## src/rtl/sup_pkg.sv

```systemverilog
package sup_pkg;

    localparam logic [3:0] ADR_FLAGS = 4'h0;
    localparam logic [3:0] ADR_ALM0  = 4'h2;
    localparam logic [3:0] ADR_WDOG  = 4'h7;
    localparam int         NUM_FLD   = 5;

    typedef enum logic [1:0] {
        WD_OFF  = 2'd0,
        WD_RUN  = 2'd1,
        WD_HOLD = 2'd2
    } wd_state_t;

endpackage

```

## src/rtl/sup_alarm_match.sv

```systemverilog
module sup_alarm_match #(
    parameter int FW = 7,
    parameter int NF = 5
) (
    input  logic                 sec_tick,
    input  logic [NF-1:0][FW:0]  cfg,
    input  logic [NF-1:0][FW-1:0] now,
    output logic                 hit
);
    logic [NF-1:0] fld_ok;

    for (genvar g = 0; g < NF; g++) begin : g_fld
        assign fld_ok[g] = cfg[g][FW] || (cfg[g][FW-1:0] == now[g]);
    end

    assign hit = sec_tick && (&fld_ok);
endmodule

```

## src/rtl/sup_wdog.sv

```systemverilog
module sup_wdog
    import sup_pkg::*;
#(
    parameter int MULT_W     = 5,
    parameter int RES_W      = 2,
    parameter int RES_STEP   = 2,
    parameter int HOLD_TICKS = 8
) (
    input  logic                       clk,
    input  logic                       rst_n,
    input  logic                       fast_tick,
    input  logic                       wr_en,
    input  logic [MULT_W+RES_W:0]      wdata,
    output logic [MULT_W+RES_W:0]      cfg,
    output logic                       expire,
    output logic                       rst_out
);
    localparam int SPAN_W = MULT_W + RES_STEP * ((1 << RES_W) - 1);
    localparam int HOLD_W = $clog2(HOLD_TICKS + 1);
    localparam int CNT_W  = (SPAN_W > HOLD_W) ? SPAN_W : HOLD_W;
    localparam int CW     = MULT_W + RES_W + 1;

    wd_state_t          state, nxt;
    logic [CNT_W-1:0]   cnt;
    logic [CNT_W-1:0]   limit;
    logic [MULT_W-1:0]  cfg_mult, new_mult;
    logic [RES_W-1:0]   cfg_res;
    logic               steer_rst, at_limit, hold_done;

    assign cfg_mult  = cfg[CW-2 -: MULT_W];
    assign cfg_res   = cfg[RES_W-1:0];
    assign steer_rst = cfg[CW-1];
    assign new_mult  = wdata[CW-2 -: MULT_W];
    assign limit     = CNT_W'(cfg_mult) << (RES_STEP * cfg_res);
    assign at_limit  = (state == WD_RUN) && fast_tick && (cnt == limit - 1'b1);
    assign hold_done = (state == WD_HOLD) && fast_tick && (cnt == CNT_W'(HOLD_TICKS - 1));

    // next-state logic
    always_comb begin
        nxt = state;
        if (wr_en) begin
            nxt = (new_mult == '0) ? WD_OFF : WD_RUN;
        end else begin
            unique case (state)
                WD_OFF:  nxt = WD_OFF;
                WD_RUN:  if (at_limit) nxt = steer_rst ? WD_HOLD : WD_RUN;
                WD_HOLD: if (hold_done) nxt = WD_RUN;
                default: nxt = WD_OFF;
            endcase
        end
    end

    // state register, count and configuration
    always_ff @(posedge clk or negedge rst_n) begin
        if (!rst_n) begin
            state <= WD_OFF;
            cnt   <= '0;
            cfg   <= '0;
        end else begin
            state <= nxt;
            if (wr_en) begin
                cfg <= wdata;
                cnt <= '0;
            end else if (at_limit || hold_done) begin
                cnt <= '0;
            end else if (fast_tick && state != WD_OFF) begin
                cnt <= cnt + 1'b1;
            end
        end
    end

    // outputs
    always_comb begin
        expire  = at_limit && !wr_en;
        rst_out = (state == WD_HOLD);
    end

    assert_off_when_zero_R7: assert property (@(posedge clk) disable iff (!rst_n)
        (cfg_mult == '0) |-> (state == WD_OFF));

    assert_rst_from_expiry_R9: assert property (@(posedge clk) disable iff (!rst_n)
        $rose(rst_out) |-> $past(expire));

    assert_rst_release_R9: assert property (@(posedge clk) disable iff (!rst_n)
        $fell(rst_out) |-> $past(fast_tick || wr_en));
endmodule

```

## src/rtl/alarm_wdog_sup.sv

```systemverilog
module alarm_wdog_sup
    import sup_pkg::*;
#(
    parameter int FIELD_W    = 7,
    parameter int MULT_W     = 5,
    parameter int RES_W      = 2,
    parameter int RES_STEP   = 2,
    parameter int HOLD_TICKS = 8
) (
    input  logic               clk,
    input  logic               rst_n,
    input  logic               cs,
    input  logic               we,
    input  logic               re,
    input  logic [3:0]         addr,
    input  logic [FIELD_W:0]   wdata,
    output logic [FIELD_W:0]   rdata,
    input  logic [FIELD_W-1:0] cur_sec,
    input  logic [FIELD_W-1:0] cur_min,
    input  logic [FIELD_W-1:0] cur_hour,
    input  logic [FIELD_W-1:0] cur_date,
    input  logic [FIELD_W-1:0] cur_month,
    input  logic               sec_tick,
    input  logic               fast_tick,
    input  logic               bat_low,
    output logic               irq,
    output logic               wd_rst
);
    localparam int DW = FIELD_W + 1;

    logic [NUM_FLD-1:0][DW-1:0]      alm_q;
    logic [NUM_FLD-1:0][FIELD_W-1:0] now;
    logic [DW-1:0]                   wd_cfg, rd_val;
    logic wr, rd, wd_wr, flag_rd, alarm_hit, wd_expire;
    logic alm_flag, wd_flag;

    assign wr      = cs && we;
    assign rd      = cs && re;
    assign wd_wr   = wr && (addr == ADR_WDOG);
    assign flag_rd = rd && (addr == ADR_FLAGS);
    assign now     = {cur_month, cur_date, cur_hour, cur_min, cur_sec};

    sup_alarm_match #(.FW(FIELD_W), .NF(NUM_FLD)) u_match (
        .sec_tick (sec_tick),
        .cfg      (alm_q),
        .now      (now),
        .hit      (alarm_hit)
    );

    sup_wdog #(
        .MULT_W(MULT_W), .RES_W(RES_W), .RES_STEP(RES_STEP), .HOLD_TICKS(HOLD_TICKS)
    ) u_wdog (
        .clk       (clk),
        .rst_n     (rst_n),
        .fast_tick (fast_tick),
        .wr_en     (wd_wr),
        .wdata     (wdata),
        .cfg       (wd_cfg),
        .expire    (wd_expire),
        .rst_out   (wd_rst)
    );

    always_ff @(posedge clk or negedge rst_n) begin
        if (!rst_n) begin
            alm_q <= '0;
        end else begin
            for (int i = 0; i < NUM_FLD; i++) begin
                if (wr && addr == ADR_ALM0 + 4'(i)) alm_q[i] <= wdata;
            end
        end
    end

    // event flags: a new event wins over the read clear
    always_ff @(posedge clk or negedge rst_n) begin
        if (!rst_n) begin
            alm_flag <= 1'b0;
            wd_flag  <= 1'b0;
        end else begin
            if (alarm_hit)    alm_flag <= 1'b1;
            else if (flag_rd) alm_flag <= 1'b0;
            if (wd_expire)    wd_flag  <= 1'b1;
            else if (flag_rd) wd_flag  <= 1'b0;
        end
    end

    always_comb begin
        rd_val = '0;
        if (addr == ADR_FLAGS) begin
            rd_val[DW-1] = wd_flag;
            rd_val[DW-2] = alm_flag;
            rd_val[DW-4] = bat_low;
        end else if (addr == ADR_WDOG) begin
            rd_val = wd_cfg;
        end else if (addr >= ADR_ALM0 && addr < ADR_ALM0 + 4'(NUM_FLD)) begin
            rd_val = alm_q[3'(addr - ADR_ALM0)];
        end
    end

    always_ff @(posedge clk or negedge rst_n) begin
        if (!rst_n)  rdata <= '0;
        else if (rd) rdata <= rd_val;
    end

    assign irq = alm_flag || (wd_flag && !wd_cfg[DW-1]);

    assert_alarm_on_tick_R4: assert property (@(posedge clk) disable iff (!rst_n)
        $rose(alm_flag) |-> $past(sec_tick));

    assert_wd_flag_set_R6: assert property (@(posedge clk) disable iff (!rst_n)
        wd_expire |=> wd_flag);

    assert_read_clears_R11: assert property (@(posedge clk) disable iff (!rst_n)
        (flag_rd && !alarm_hit) |=> !alm_flag);
endmodule

```

## config.mk

```make
export PLATFORM = sky130hd
export DESIGN_NAME = alarm_wdog_sup
export DESIGN_NICKNAME = d
export VERILOG_FILES = /design/src/rtl/sup_pkg.sv /design/src/rtl/sup_alarm_match.sv /design/src/rtl/sup_wdog.sv /design/src/rtl/alarm_wdog_sup.sv
export SDC_FILE = /design/constraint.sdc
export NUM_CORES = 1
export LEC_CHECK = 0
export BUFFER_PORTS_ARGS = -buffer_cell sky130_fd_sc_hd__buf_2
export CORE_MARGIN = 4
export CORE_UTILIZATION = 40
export DETAILED_ROUTE_END_ITERATION = 8
export PLACE_DENSITY = 0.65
export RECOVER_POWER = 100
export SLEW_MARGIN = 30
export SYNTH_ARGS = -nofsm -noshare
export SYNTH_HDL_FRONTEND = slang
export SYNTH_SLANG_ARGS = --single-unit
```

## constraint.sdc

```tcl
create_clock -name clk -period 2.71 [get_ports clk]
set_input_delay 0.542 -clock clk [delete_from_list [all_inputs] [get_ports clk]]
set_output_delay 0.542 -clock clk [all_outputs]
set_load 0.02 [all_outputs]
```

Word level (Yosys, flattened, before mapping). Cells that the tools add are included.

Register bits: 71. Logic and storage cells: 90.

$add $sub $neg: 3. Multiplexer cells: 20. Equal/unequal tests: 17. Shift operators: 1. $lt $le $gt $ge: 3. Reduce and logical (&&, ||, !) cells: 35.

Operator list (count): 7-bit equality test (5); 11-bit 2-to-1 mux (3); 8-bit binary-select mux with 3-bit select (1); 8-bit 2-to-1 mux (3); 1-bit logical AND (18); 4-bit by 3-bit equality test with 1-bit output (second input constant) (4); 11-bit by 1-bit adder with 11-bit output (second input constant) (1); 11-bit equality test (1); 11-bit by 3-bit equality test with 1-bit output (second input constant) (1); 5-bit by 3-bit left shift with 11-bit output (1); 11-bit by 1-bit subtractor with 11-bit output (second input constant) (1); 2-bit 2-to-1 mux (5); 4-bit by 2-bit equality test with 1-bit output (second input constant) (2); 1-bit logical OR (7); 1-bit 2-to-1 mux (6); 3-bit by 1-bit != test with 1-bit output (second input constant) (2); 2-bit nonzero test (3); 5-bit zero test (1); 5-bit AND reduction (1); 4-bit by 2-bit >= comparator with 1-bit output (second input constant) (1); 4-bit zero test (1); 3-bit by 4-bit < comparator with 1-bit output (second input constant) (1); 4-bit by 3-bit < comparator with 1-bit output (second input constant) (1); 4-bit 2-to-1 mux (1); other kinds (7) (8).

Logic depth before layout (Yosys ltp).
Word-level depth: 7. Depth in mapped cells: 12. Mapped depth without buffers: 10.

Cells and area by module. A second synthesis with hierarchy kept.

Cell total of the unflattened synthesis: 393. Area, all modules: 4441.8 µm².

Modules (own cells, without submodules): alarm_wdog_sup (area each 2361.0 µm², cells an instance 157, times used 1); sup_wdog (area each 1682.9 µm², cells an instance 187, times used 1); sup_alarm_match (area each 397.9 µm², cells an instance 49, times used 1).

Least setup slack after synthesis. No wires, ideal clock.

Path kind: reg2reg. From: reg u_wdog.cfg[1]. To: reg u_wdog.cnt[0]. Buffers on the path: 2. Data arrival time: 2519 ps. Setup time: 119 ps. Cell stages (with the launch flop): 13. Data required time: 2591 ps. Slack: 72 ps. Cells stage by stage: dfrtp_1 > buf_2 > nor2_1 > nand2_1 > ha_1 > o21ai_1 > nor2_1 > o41ai_1 > o221ai_1 > a2111oi_4 > a211o_2 > buf_6 > nor2_1.

Longest elaborated chain between the ends: 7. Elaborated cells between the ends (all ways): 8.

Ends and longest elaborated chain: from (decl) (RTL line sup_wdog.sv:14) `output logic [MULT_W+RES_W:0] cfg,`; from (signal assigned) (RTL line sup_wdog.sv:62) `cfg <= wdata;`; 5-bit by 3-bit left shift with 11-bit output (*) (RTL line sup_wdog.sv:34) `assign limit = CNT_W'(cfg_mult) << (RES_STEP * cfg_res);`; 11-bit by 1-bit subtractor with 11-bit output (*) (RTL line sup_wdog.sv:35) `assign at_limit = (state == WD_RUN) && fast_tick && (cnt == limit - 1'b1);`; 11-bit equality test (*) (RTL line sup_wdog.sv:35); 1-bit logical AND (*) (RTL line sup_wdog.sv:35); 1-bit logical OR (*) (RTL line sup_wdog.sv:64) `end else if (at_limit || hold_done) begin`; 11-bit 2-to-1 mux (RTL line sup_wdog.sv:64); 11-bit 2-to-1 mux (RTL line sup_wdog.sv:61) `if (wr_en) begin`; to (signal assigned) (RTL line sup_wdog.sv:67) `cnt <= cnt + 1'b1;`; to (decl) (RTL line sup_wdog.sv:24) `logic [CNT_W-1:0] cnt;`.

Every way passes the cells marked *; elsewhere a longest branch is shown, timed or not. A chain may end at the register's enable or synchronous reset.

Final worst setup path.
From: reg u_wdog.cfg[0]. To: reg u_wdog.cnt[6].

Same word-level chain as after synthesis.

==> metrics.md <==
| Metric | Value |
|---|---|
| Max_cap viols | `1` |
| GRT Residual Overflow | `0` |
| Minimum clock period | `2.65 ns` |
| CP Launch Type | `register` |
| Post-synthesis compound-gate area fraction | `10.6%` |
| Setup TNS Final | `0 ns` |
| Synthesized area | `4360 um2` |
| Pre-CTS setup slack | `-0.121 ns` |
| Layout cells sized above 1 | `33.8%` |
| CTS tree | `yes` |
| Vert. Die Dim | `112 um` |
| Vias | `3519` |
| Num rows | `37` |
| Diodes inserted | `0` |
| WS Path Type | `register to register` |
| R2R Path End | `u_wdog.cnt[6]$_DFFE_PN0P_` |
| Drt drc | `0` |
| Worst r2r src | `u_wdog.cfg[0]$_DFFE_PN0P_` |
| H-tree Lvls | `3` |
| TritonRoute pass-1 iters | `5` |
| Number of CTS-inserted buffers | `9` |
| Post-CTS Hold Fix Bufs | `0` |
| Starting Density | `41.7%` |
| Vias/cell | `5.56` |
| Gp weighted congestion | `0.894` |
| Post-synth ARST share | `100%` |
| Largest net degree at the start of global routing | `72` |
| Vias in the first global route | `3611` |
| Syn Area/Cell | `10.5 um2` |
| Final Routed Wirelength | `11800 um` |
| IO buf count | `64` |
| Internal reg-to-reg setup slack | `0.06 ns` |
| Top FF cell, synth | `dfrtp_1` |
| IR drop worst, VDD | `0.279 mV` |
| Syn Nets | `477` |
| Setup crit end kind | `register` |
| Setup violators final | `0` |
| Synth cell types | `58` |
| Post-synthesis adder-cell area fraction | `1.44%` |
| Clock Sinks | `71` |
| CP startpoint | `u_wdog.cfg[0]$_DFFE_PN0P_` |
| Total track usage | `18.6%` |
| Slew Limit Fails | `72` |
| Area growth from synthesis to layout | `20.4%` |
| Critical Path Fanout Max | `11` |
| Final hold viol count | `0` |
| EDFF count, synth | `0` |
| Hold path depth | `2` |
| Fmax | `378 MHz` |
| Mux contribution to synthesized area | `17.2%` |
| Sequential area share after synthesis | `40.8%` |
| RSZ-0062 raised after global routing | `true` |
| Die width | `112 um` |
| FF-to-FF path depth | `11` |
| Worst-Margin Slew | `1.79 ns` |
| Final Skew | `0.0174 ns` |
| Crit path DAT | `2.92 ns` |
| Synthesized flop and latch total | `71` |
| Hold WC Path Type | `register to register` |
| First-pass GRT wire length | `18800 um` |
| Crit path to | `u_wdog.cnt[6]$_DFFE_PN0P_` |
| Clock-pin slew on the worst setup and hold paths | `0.07 ns` |
| CP required | `2.99 ns` |
| Core Box Area | `10500 um2` |
| CTS root buf | `clkbuf_8` |
| Status | `complete, but fails checks` |
| YS warnings | `0` |
| Pwr Density | `679 nW/um2` |
| Routed len/inst | `18.6 um` |
| Synth Area in Simple Gates | `15.1%` |
| Synth Area in XOR/XNOR | `11.8%` |
| Main combinational cell family by area after synthesis | `multiplexers` |
| Post-Syn Instances | `417` |
| Final period util | `97.7%` |
| IO Count | `65` |
| Final ANT Viol Nets | `0` |
| Max clock buf depth | `2` |
| Final Hold Slack | `0.479 ns` |
| Relative slew slack | `-19.1%` |
| Final-stage net count | `553` |
| Number of DRC markers in iteration 0 | `222` |
| Initial antenna violation count | `0` |
| Final Worst Setup Slack | `0.0620 ns` |
| Leakage | `2.29 nW` |
| Clk Latency, worst-skew pair | `0.36 ns` |
| Violated checks | `max-capacitance violations, max-slew violations` |
| Die ar. | `12600 um2` |
| HPWL after DPL | `8670 um` |
## cell type report
| class | count | area, um2 |
|---|---|---|
| Clock buffer | 12 | 135 |
| Inverter | 6 | 22.5 |
| Sequential cell | 71 | 1780 |
| Timing Repair Buffer | 88 | 513 |
| Clock inverter | 3 | 21.3 |
| Fill cell | 974 | 5210 |
| Multi-Input combinational cell | 317 | 2610 |
| Tap cell | 136 | 170 |
## placed cells by master (no fill, tap or decap), types with 3 or more instances in the layout
cell type,instances
and3_1,4
nor2_1,26
nand2b_1,3
nand3_1,9
a22oi_1,4
nor2b_1,6
buf_2,52
a21o_1,3
dfrtp_1,67
nand4_1,7
nor3_1,5
dfrtp_2,4
xnor2_1,23
nand2_1,40
o22ai_1,3
clkbuf_1,17
a21oi_1,6
nor4_1,6
mux2i_1,4
inv_1,6
xor2_1,32
nor3b_1,4
buf_4,18
mux2_2,43
a222oi_1,3
clkbuf_8,9
o21ai_0,19
ha_1,4
mux4_2,8
## report_power, final
part / leakage (nW) / switching (mW) / internal, mW
combinational: 1.30 / 0.664 / 0.668
sequential: 0.915 / 0.244 / 1.26
clock: 0.0764 / 0.401 / 0.328
total: 2.29 / 1.31 / 2.25
## sequential cells by signal, summed over array words and instances, names as in the netlist
register and count:
alm_flag 1, alm_q 40, rdata 8, u_wdog.cfg 8, u_wdog.cnt 11, u_wdog.state 2, wd_flag 1
## cell families (layout without fill, tap and decap cells)
logic type	Yosys count	count (layout)
xor+xnor	57	57
mux	59	59
flops	71	71
fa+ha+maj	5	5
simple gates	131	131
buf+inv	29	109
compound gates	65	65
## metrics by stage
| step | utilization, % | power, mW | std cells | instance area [um2] |
|---|---|---|---|---|
| 2_1_floorplan | - | 2.27 | 417 | 4360 |
| 3_3_place_gp | 46.6 | 2.59 | 611 | 4880 |
| 3_5_place_dp | 46.6 | 2.64 | 611 | 4880 |
| 4_1_cts | 48.5 | 3.40 | 627 | 5080 |
| 5_1_grt | 50.2 | 3.77 | 633 | 5250 |
| 6_report | 50.2 | 3.56 | 633 | 5250 |
## cell usage after synthesis, drive strengths merged (6+ instances only)
library cell,n,share of area (%)
mux2,43,11
mux2i,8,1.9
nand3,9,1.0
mux4,8,4.1
nor2,29,2.6
inv,6,0.52
a21oi,7,0.80
dfrtp,71,41
clkbuf,14,1.3
nand4,7,1.0
nor3,6,0.80
xor2,32,6.4
nand2,41,3.5
nor2b,6,0.86
buf,9,1.3
xnor2,24,4.8
nor4,8,1.1
o21ai,23,2.6
## routing by layer
| layer | up-vias | global-route usage, % | part of all wire (%) |
|---|---|---|---|
| li1 | 1653 | - | - |
| met1 | 1730 | 24.9 | 43 |
| met2 | 116 | 30.8 | 50 |
| met3 | 20 | 3.02 | 4.9 |
| met4 | 0 | 6.33 | 2.1 |
| met5 | - | 0 | 0 |
## how the worst min path moves through the flow
stage,start,end,slack (ns)
2_1_floorplan,rst_n,alm_flag$_DFFE_PN0P_,0.25
3_3_place_gp,rdata[3]$_DFFE_PN0P_,rdata[3]$_DFFE_PN0P_,0.47
3_5_place_dp,rdata[5]$_DFFE_PN0P_,rdata[5]$_DFFE_PN0P_,0.47
4_1_cts,rst_n,alm_q[14]$_DFFE_PN0P_,0.22
5_1_grt,sec_tick,alm_flag$_DFFE_PN0P_,0.49
6_report,rdata[5]$_DFFE_PN0P_,rdata[5]$_DFFE_PN0P_,0.48
## critical path, cell delays in order (launching register included)
cell,delay (ns)
dfrtp_2,0.52
buf_12,0.17
mux2i_4,0.28
o21ai_2,0.08
buf_4,0.16
a21o_1,0.16
a2111o_1,0.42
o2111ai_2,0.12
a2111oi_4,0.05
buf_4,0.16
a211o_4,0.32
nor2_1,0.13
## what timing repair did
action                                  4_1_cts  5_1_grt
endpoints found under the setup margin       14       14
buffers inserted                              1        5
resized for setup                             7       32
pin swaps                                     1        7
gates cloned                                  0        1
Power figures use the tool's default switching activity.
